**config.mk**
```make
export PLATFORM = sky130hd
export DESIGN_NAME = spi_cmd_engine
export DESIGN_NICKNAME = d
export VERILOG_FILES = /design/src/rtl/spi_cmd_pkg.sv /design/src/rtl/spi_cmd_tick.sv /design/src/rtl/spi_cmd_seq.sv /design/src/rtl/spi_cmd_engine.sv
export SDC_FILE = /design/constraint.sdc
export NUM_CORES = 1
export LEC_CHECK = 0
export BUFFER_PORTS_ARGS = -buffer_cell sky130_fd_sc_hd__clkbuf_2
export CAP_MARGIN = 20
export CORE_ASPECT_RATIO = 0.8
export CORE_UTILIZATION = 58
export DETAILED_ROUTE_END_ITERATION = 10
export GPL_TIMING_DRIVEN = 0
export PLACE_DENSITY = 0.76
export SYNTH_ARGS = -nofsm -noshare
export SYNTH_HDL_FRONTEND = slang
export SYNTH_SLANG_ARGS = --single-unit
```
**constraint.sdc**
```tcl
create_clock -name clk -period 3.55 [get_ports clk]
set_input_delay 0.355 -clock clk [delete_from_list [all_inputs] [get_ports clk]]
set_output_delay 0.355 -clock clk [all_outputs]
set_load 0.005 [all_outputs]
```
**src/rtl/spi_cmd_pkg.sv**
```systemverilog
package spi_cmd_pkg;

    typedef enum logic [2:0] {
        ST_IDLE,
        ST_SETUP,
        ST_SHIFT,
        ST_HOLD,
        ST_GAP
    } seq_state_e;

    localparam logic [1:0] REG_CMD  = 2'd0;
    localparam logic [1:0] REG_CTRL = 2'd1;
    localparam logic [1:0] REG_DATA = 2'd2;

    localparam int CTRL_LAUNCH_BIT = 8;
    localparam int CTRL_BUSY_BIT   = 9;
    localparam int MAX_TX_BYTES    = 8;
    localparam int MAX_RX_BYTES    = 4;

endpackage

```
**src/rtl/spi_cmd_tick.sv**
```systemverilog
module spi_cmd_tick #(
    parameter int HALF = 2
) (
    input  logic clk,
    input  logic rst_n,
    input  logic en,
    output logic tick
);
    localparam int CW = (HALF > 1) ? $clog2(HALF) : 1;
    localparam logic [CW-1:0] LAST = CW'(HALF - 1);

    logic [CW-1:0] cnt_d, cnt_q;

    always_comb begin
        tick  = en && (cnt_q == LAST);
        cnt_d = (!en || tick) ? '0 : cnt_q + CW'(1);
    end

    always_ff @(posedge clk or negedge rst_n) begin
        if (!rst_n) cnt_q <= '0;
        else        cnt_q <= cnt_d;
    end
endmodule

```
**src/rtl/spi_cmd_seq.sv**
```systemverilog
module spi_cmd_seq
    import spi_cmd_pkg::*;
(
    input  logic        clk,
    input  logic        rst_n,
    input  logic        tick,
    input  logic        start,
    input  logic [3:0]  tx_cnt,
    input  logic [3:0]  rx_cnt,
    input  logic [31:0] cmd_word,
    input  logic [31:0] data_word,
    input  logic        miso,
    output logic        busy,
    output logic        cs_n,
    output logic        sck,
    output logic        mosi,
    output logic        rx_load,
    output logic [31:0] rx_word
);
    localparam int BW = $clog2((MAX_TX_BYTES + MAX_RX_BYTES) * 8 + 1);

    typedef struct packed {
        seq_state_e        st;
        logic              sck;
        logic              cs_n;
        logic [BW-1:0]     done;
        logic [BW-1:0]     total;
        logic [BW-1:0]     txbits;
        logic [63:0]       txv;
        logic [31:0]       rxsr;
        logic [2:0]        rxn;
        logic              gap;
        logic              load;
        logic [31:0]       rword;
    } seq_t;

    seq_t q, d;
    logic [2:0] rxn_c;
    logic       rise;

    function automatic logic [31:0] place_bytes(input logic [31:0] sr, input logic [2:0] n);
        logic [31:0] r;
        r = '0;
        for (int j = 0; j < MAX_RX_BYTES; j++) begin
            if (j < int'(n)) r[j*8 +: 8] = sr[(int'(n) - 1 - j)*8 +: 8];
        end
        return r;
    endfunction

    always_comb begin
        d      = q;
        d.load = 1'b0;
        rxn_c  = (rx_cnt > 4'd4) ? 3'd4 : rx_cnt[2:0];
        rise   = tick && ((q.st == ST_SETUP) || (q.st == ST_SHIFT && !q.sck));

        if (rise) begin
            d.sck = 1'b1;
            if (q.done >= q.txbits) d.rxsr = {q.rxsr[30:0], miso};
        end

        case (q.st)
            ST_IDLE: if (start) begin
                d.st     = ST_SETUP;
                d.cs_n   = 1'b0;
                d.sck    = 1'b0;
                d.done   = '0;
                d.rxn    = rxn_c;
                d.txbits = BW'(tx_cnt) << 3;
                d.total  = (BW'(tx_cnt) + BW'(rxn_c)) << 3;
                d.txv    = {cmd_word[7:0], cmd_word[31:24], cmd_word[23:16], cmd_word[15:8],
                            data_word[7:0], data_word[15:8], data_word[23:16], data_word[31:24]};
                d.rxsr   = '0;
            end
            ST_SETUP: if (tick) d.st = ST_SHIFT;
            ST_SHIFT: if (tick && q.sck) begin
                d.sck  = 1'b0;
                d.done = q.done + BW'(1);
                d.txv  = {q.txv[62:0], 1'b0};
                if (q.done + BW'(1) == q.total) begin
                    d.st    = ST_HOLD;
                    d.load  = (q.rxn != 3'd0);
                    d.rword = place_bytes(q.rxsr, q.rxn);
                end
            end
            ST_HOLD: if (tick) begin
                d.cs_n = 1'b1;
                d.gap  = 1'b0;
                d.st   = ST_GAP;
            end
            ST_GAP: if (tick) begin
                if (q.gap) begin
                    d.st   = ST_IDLE;
                    d.done = '0;
                    d.txbits = '0;
                end else begin
                    d.gap = 1'b1;
                end
            end
            default: d.st = ST_IDLE;
        endcase
    end

    always_ff @(posedge clk or negedge rst_n) begin
        if (!rst_n) begin
            q       <= '0;
            q.st    <= ST_IDLE;
            q.cs_n  <= 1'b1;
        end else begin
            q <= d;
        end
    end

    assign busy    = (q.st != ST_IDLE);
    assign cs_n    = q.cs_n;
    assign sck     = q.sck;
    assign mosi    = (q.done < q.txbits) ? q.txv[63] : 1'b0;
    assign rx_load = q.load;
    assign rx_word = q.rword;
endmodule

```
**src/rtl/spi_cmd_engine.sv**
```systemverilog
module spi_cmd_engine
    import spi_cmd_pkg::*;
#(
    parameter int SCK_HALF = 2
) (
    input  logic        clk,
    input  logic        rst_n,
    input  logic        wr_en,
    input  logic [1:0]  wr_addr,
    input  logic [31:0] wr_data,
    input  logic [1:0]  rd_addr,
    output logic [31:0] rd_data,
    output logic        spi_cs_n,
    output logic        spi_sck,
    output logic        spi_mosi,
    input  logic        spi_miso
);
    typedef struct packed {
        logic [31:0] cmd;
        logic [31:0] data;
        logic [3:0]  tx;
        logic [3:0]  rx;
    } regs_t;

    regs_t       q, d;
    logic        busy;
    logic        tick;
    logic        wr_ok;
    logic        launch;
    logic        rx_load;
    logic [31:0] rx_word;
    logic        unused_wr_hi;

    assign unused_wr_hi = ^wr_data[31:CTRL_BUSY_BIT];

    always_comb begin
        d      = q;
        wr_ok  = wr_en && !busy;
        launch = wr_ok && (wr_addr == REG_CTRL) && wr_data[CTRL_LAUNCH_BIT] &&
                 (wr_data[3:0] != 4'd0) && (wr_data[3:0] <= 4'(MAX_TX_BYTES));
        if (wr_ok) begin
            case (wr_addr)
                REG_CMD:  d.cmd  = wr_data;
                REG_CTRL: begin
                    d.tx = wr_data[3:0];
                    d.rx = wr_data[7:4];
                end
                REG_DATA: d.data = wr_data;
                default:  ;
            endcase
        end
        if (rx_load) d.data = rx_word;
    end

    always_ff @(posedge clk or negedge rst_n) begin
        if (!rst_n) q <= '0;
        else        q <= d;
    end

    always_comb begin
        case (rd_addr)
            REG_CMD:  rd_data = q.cmd;
            REG_CTRL: rd_data = {22'd0, busy, 1'b0, q.rx, q.tx};
            REG_DATA: rd_data = q.data;
            default:  rd_data = '0;
        endcase
    end

    spi_cmd_tick #(.HALF(SCK_HALF)) u_tick (
        .clk  (clk),
        .rst_n(rst_n),
        .en   (busy),
        .tick (tick)
    );

    spi_cmd_seq u_seq (
        .clk      (clk),
        .rst_n    (rst_n),
        .tick     (tick),
        .start    (launch),
        .tx_cnt   (wr_data[3:0]),
        .rx_cnt   (wr_data[7:4]),
        .cmd_word (q.cmd),
        .data_word(q.data),
        .miso     (spi_miso),
        .busy     (busy),
        .cs_n     (spi_cs_n),
        .sck      (spi_sck),
        .mosi     (spi_mosi),
        .rx_load  (rx_load),
        .rx_word  (rx_word)
    );
endmodule

```
==> metrics.yaml <==
cells_and_area:
  drive_above_1_share: 0.200
  fillers: 1499
  register_area_mm2: 0.00566
  multi_input_area_mm2: 0.00549
  instances_no_fill: 1457
  synthToLayoutAreaGrowth_pct: 13.1
  nets: 1240
  fin_util: 0.681
  insertedDiodeCount: 0
yosys:
  ys_seq_area_frac: 0.488
  synth.top_cell.area_share: 0.486
  synth_cell_types: 56
  avgSynthCellArea_um2: 10.7
  synth_most_common_cell: "dfrtp_1"
  synth_simple_gate_area_frac: 0.108
  async_reset_ff_frac: 1.00
  synth_cells: 1082
  synth_flop_cell: "dfrtp_1"
  synth_compound_area_frac: 0.132
  yosys_warnings: 0
  synth_edf_count: 0
  synth_mux_area_frac: 0.204
  synth_area_leaders: "dfrtp_1, mux2i_1, o21ai_0, a22oi_1, nand2_1"
  synthAdderAreaFrac: 0.0201
  synth.largest_area_cell: "dfrtp_1"
  synth_area_mm2: 0.0116
  synth_top_family_by_area: "multiplexers"
  synth_common_cells: "dfrtp_1, nand2_1, o21ai_0"
  syn-num-nets: 1140
  yosys.area_share.xor_xnor: 0.00960
  ys_ff_latch: 226
global_route:
  track_usage: 0.300
  grt_pass1_wl_um: 48100
  grt_max_degree: 106
  antenna_found_initial: 0
  grt_pass1_vias: 8727
  grt_overflow: 0
worst_setup_path:
  path_cells: "clkbuf_4 > inv_1 > ha_1 > buf_2 > buf_2 > buf_1 > mux4_2 > nor2b_1 > mux2_2"
  cp.arrival_ps: 3660
  r2r_end: "u_seq.rx_word[1]"
  path_delay_family: "buffers and inverters"
  cpPeakStageDelay_ps: 500
  reg2reg_from: "u_seq.q[34]"
  crit_path_top_delay_cell: "buf_1"
  path_max_fanout: 10
  rrSetupSlack_ps: 300
  critPathBufInv: 5
  required_ps: 3960
  critPathMostFrequentCell: "buf_2"
  worstSetupEndpointType: "flop"
  worstRegToRegCells: 9
  critPathKind: "reg -> reg"
  startpoint_type: "flop"
cts:
  cts_tree: "done"
  cts_max_level: 1
  cts.sinks: 226
  clkTransAtPathRegs_ps: 60
  cts-buffers-inserted: 23
  clockRootBuffer: "clkbuf_16"
  clock_latency_ps: 520
  clockBufferDepth: 3
timing:
  fin_crit_sh: 0.915
  finClkSkew_ps: 24.0
  slew_viol_final: 0
  tns_ps: 0
  max-slew-margin-rel: 0.326
  rsz0062_at_grt: "no"
  finalHoldWorstSlack_ps: 84.1
  tightest_slew_ps: 995
  setup_viol: 0
  fin_crit_ps: 3250
  finalHoldViolations: 0
  layout_setup_ws_ps: 300
  fmax_ghz: 0.308
placed_design:
  place.gp.congestion: 0.901
  placed_cells: 1414
  dpl.hpwl_um: 21800
  numPortBuffers: 72
  dp_slack_ps: 184
pwr:
  power_frac_comb: 0.352
  leakage_nw: 5.79
  intPower_w: 0.00639
  p_sw_frac: 0.375
  p_clk_frac: 0.239
  vdd_drop_max_mv: 0.593
  p_per_area_mw_per_mm2: 779
  seq_power_share: 0.409
  power.switching_w: 0.00383
worst_hold_path:
  min_from: "wr_data[29]"
  min_to: "q[69]"
  hold_depth: 2
  hold_path.class: "in -> reg"
die:
  die_y_um: 128
  start_util: 0.602
  io_pins: 75
  rows: 45
  coreArea_mm2: 0.0193
  die_area_mm2: 0.0206
  die_x_um: 160
drt:
  via_per_inst: 6.14
  drc_errors: 0
  wirelength_um: 30000
  vias: 8949
  drtIter0Drc: 939
  final_antenna_net_count: 0
  drt-pass1-iter-count: 5
  wl_per_cell_um: 20.6
flow_run:
  drv_cap: 0
status:
  status: "finished clean"
## power groups by stage
stage	Clock, W	Combinational [W]	Sequential [W]
global placement	0	0.00342	0.00415
finish	0.00244	0.00359	0.00418
detailed placement	0	0.00352	0.00418
global route	0.00256	0.00396	0.00426
floorplan	0	0.00260	0.00385
CTS	0.00246	0.00355	0.00414
## worst register-to-register path: stages, from the launching register on
cell      delay [ps]
dfrtp_2          460
clkbuf_4         270
inv_1            150
ha_1             330
buf_2            230
buf_2            290
buf_1            500
mux4_2           430
nor2b_1          170
mux2_2           310
## per-layer routing
layer / part of all wire / GRT usage / wire length (um) / vias to the layer above
met5: 0 / 0 / 0 / -
met4: 0.022 / 0.0824 / 646 / 0
met3: 0.085 / 0.0606 / 2550 / 47
met2: 0.43 / 0.447 / 12900 / 391
met1: 0.46 / 0.450 / 13900 / 4451
li1: - / - / - / 4060
## cell type report
class | instances | area share
Inverter | 25 | 0.00716
Multi-Input combinational cell | 752 | 0.419
Clock buffer | 32 | 0.0495
Buffer | 79 | 0.0271
Timing Repair Buffer | 75 | 0.0331
Sequential cell | 226 | 0.431
Tap cell | 258 | 0.0246
Clock inverter | 10 | 0.00821
## logic make-up after synthesis
logic type               after synthesis
multiplexers                         190
AO/OA/AOI/OAI                        254
XOR/XNOR                              11
adder cells (fa/ha/maj)               18
AND/OR/NAND/NOR                      279
flip-flops                           226
buffers and inverters                104
## placed cells by master (no fill, tap or decap), types with 26 or more instances in the layout
| cell | synthesis | final |
|---|---|---|
| clkbuf_2 | 0 | 71 |
| nor2_1 | 72 | 72 |
| nand2_1 | 133 | 133 |
| o21ai_0 | 133 | 133 |
| clkbuf_1 | 38 | 43 |
| mux2_4 | 27 | 27 |
| a22oi_1 | 69 | 69 |
| mux2_2 | 43 | 43 |
| buf_2 | 27 | 26 |
| dfrtp_1 | 225 | 224 |
| mux2i_1 | 96 | 96 |
## repair_timing
action,in CTS,in global routing
buffers inserted,0,0
hold buffers,1,0
gates resized for setup,0,2
endpoints found under the hold margin,46,0
setup endpoints to repair,0,11
## flip-flops by register name, indices dropped and copies added, names as in the netlist
name and flops:
u_tick.cnt_q 1, u_seq.rx_load 1, u_seq.sck 1, u_seq.q 118
u_seq.rx_word 32, u_seq.cs_n 1, q 72
## stage by stage
stage | total power (W) | area (um^2)
floorplan | 0.00645 | 11600
global placement | 0.00757 | 12300
detailed placement | 0.00769 | 12300
CTS | 0.0101 | 13100
global route | 0.0108 | 13100
finish | 0.0102 | 13100
## how the worst max path moves through the flow
stage                           start                 to  slack, ps  cells past startpoint
final                     u_seq.q[34]   u_seq.rx_word[1]        300                      9
after global routing      u_seq.q[34]  u_seq.rx_word[23]         90                     11
after CTS                 u_seq.q[34]  u_seq.rx_word[23]        170                     11
after detailed placement  u_seq.q[34]   u_seq.rx_word[1]        180                      9
after global placement          rst_n              q[57]      -2350                      1
after floorplan           u_seq.q[34]   u_seq.rx_word[2]        800                      9
No activity file was read; power rests on OpenSTA's default activity.
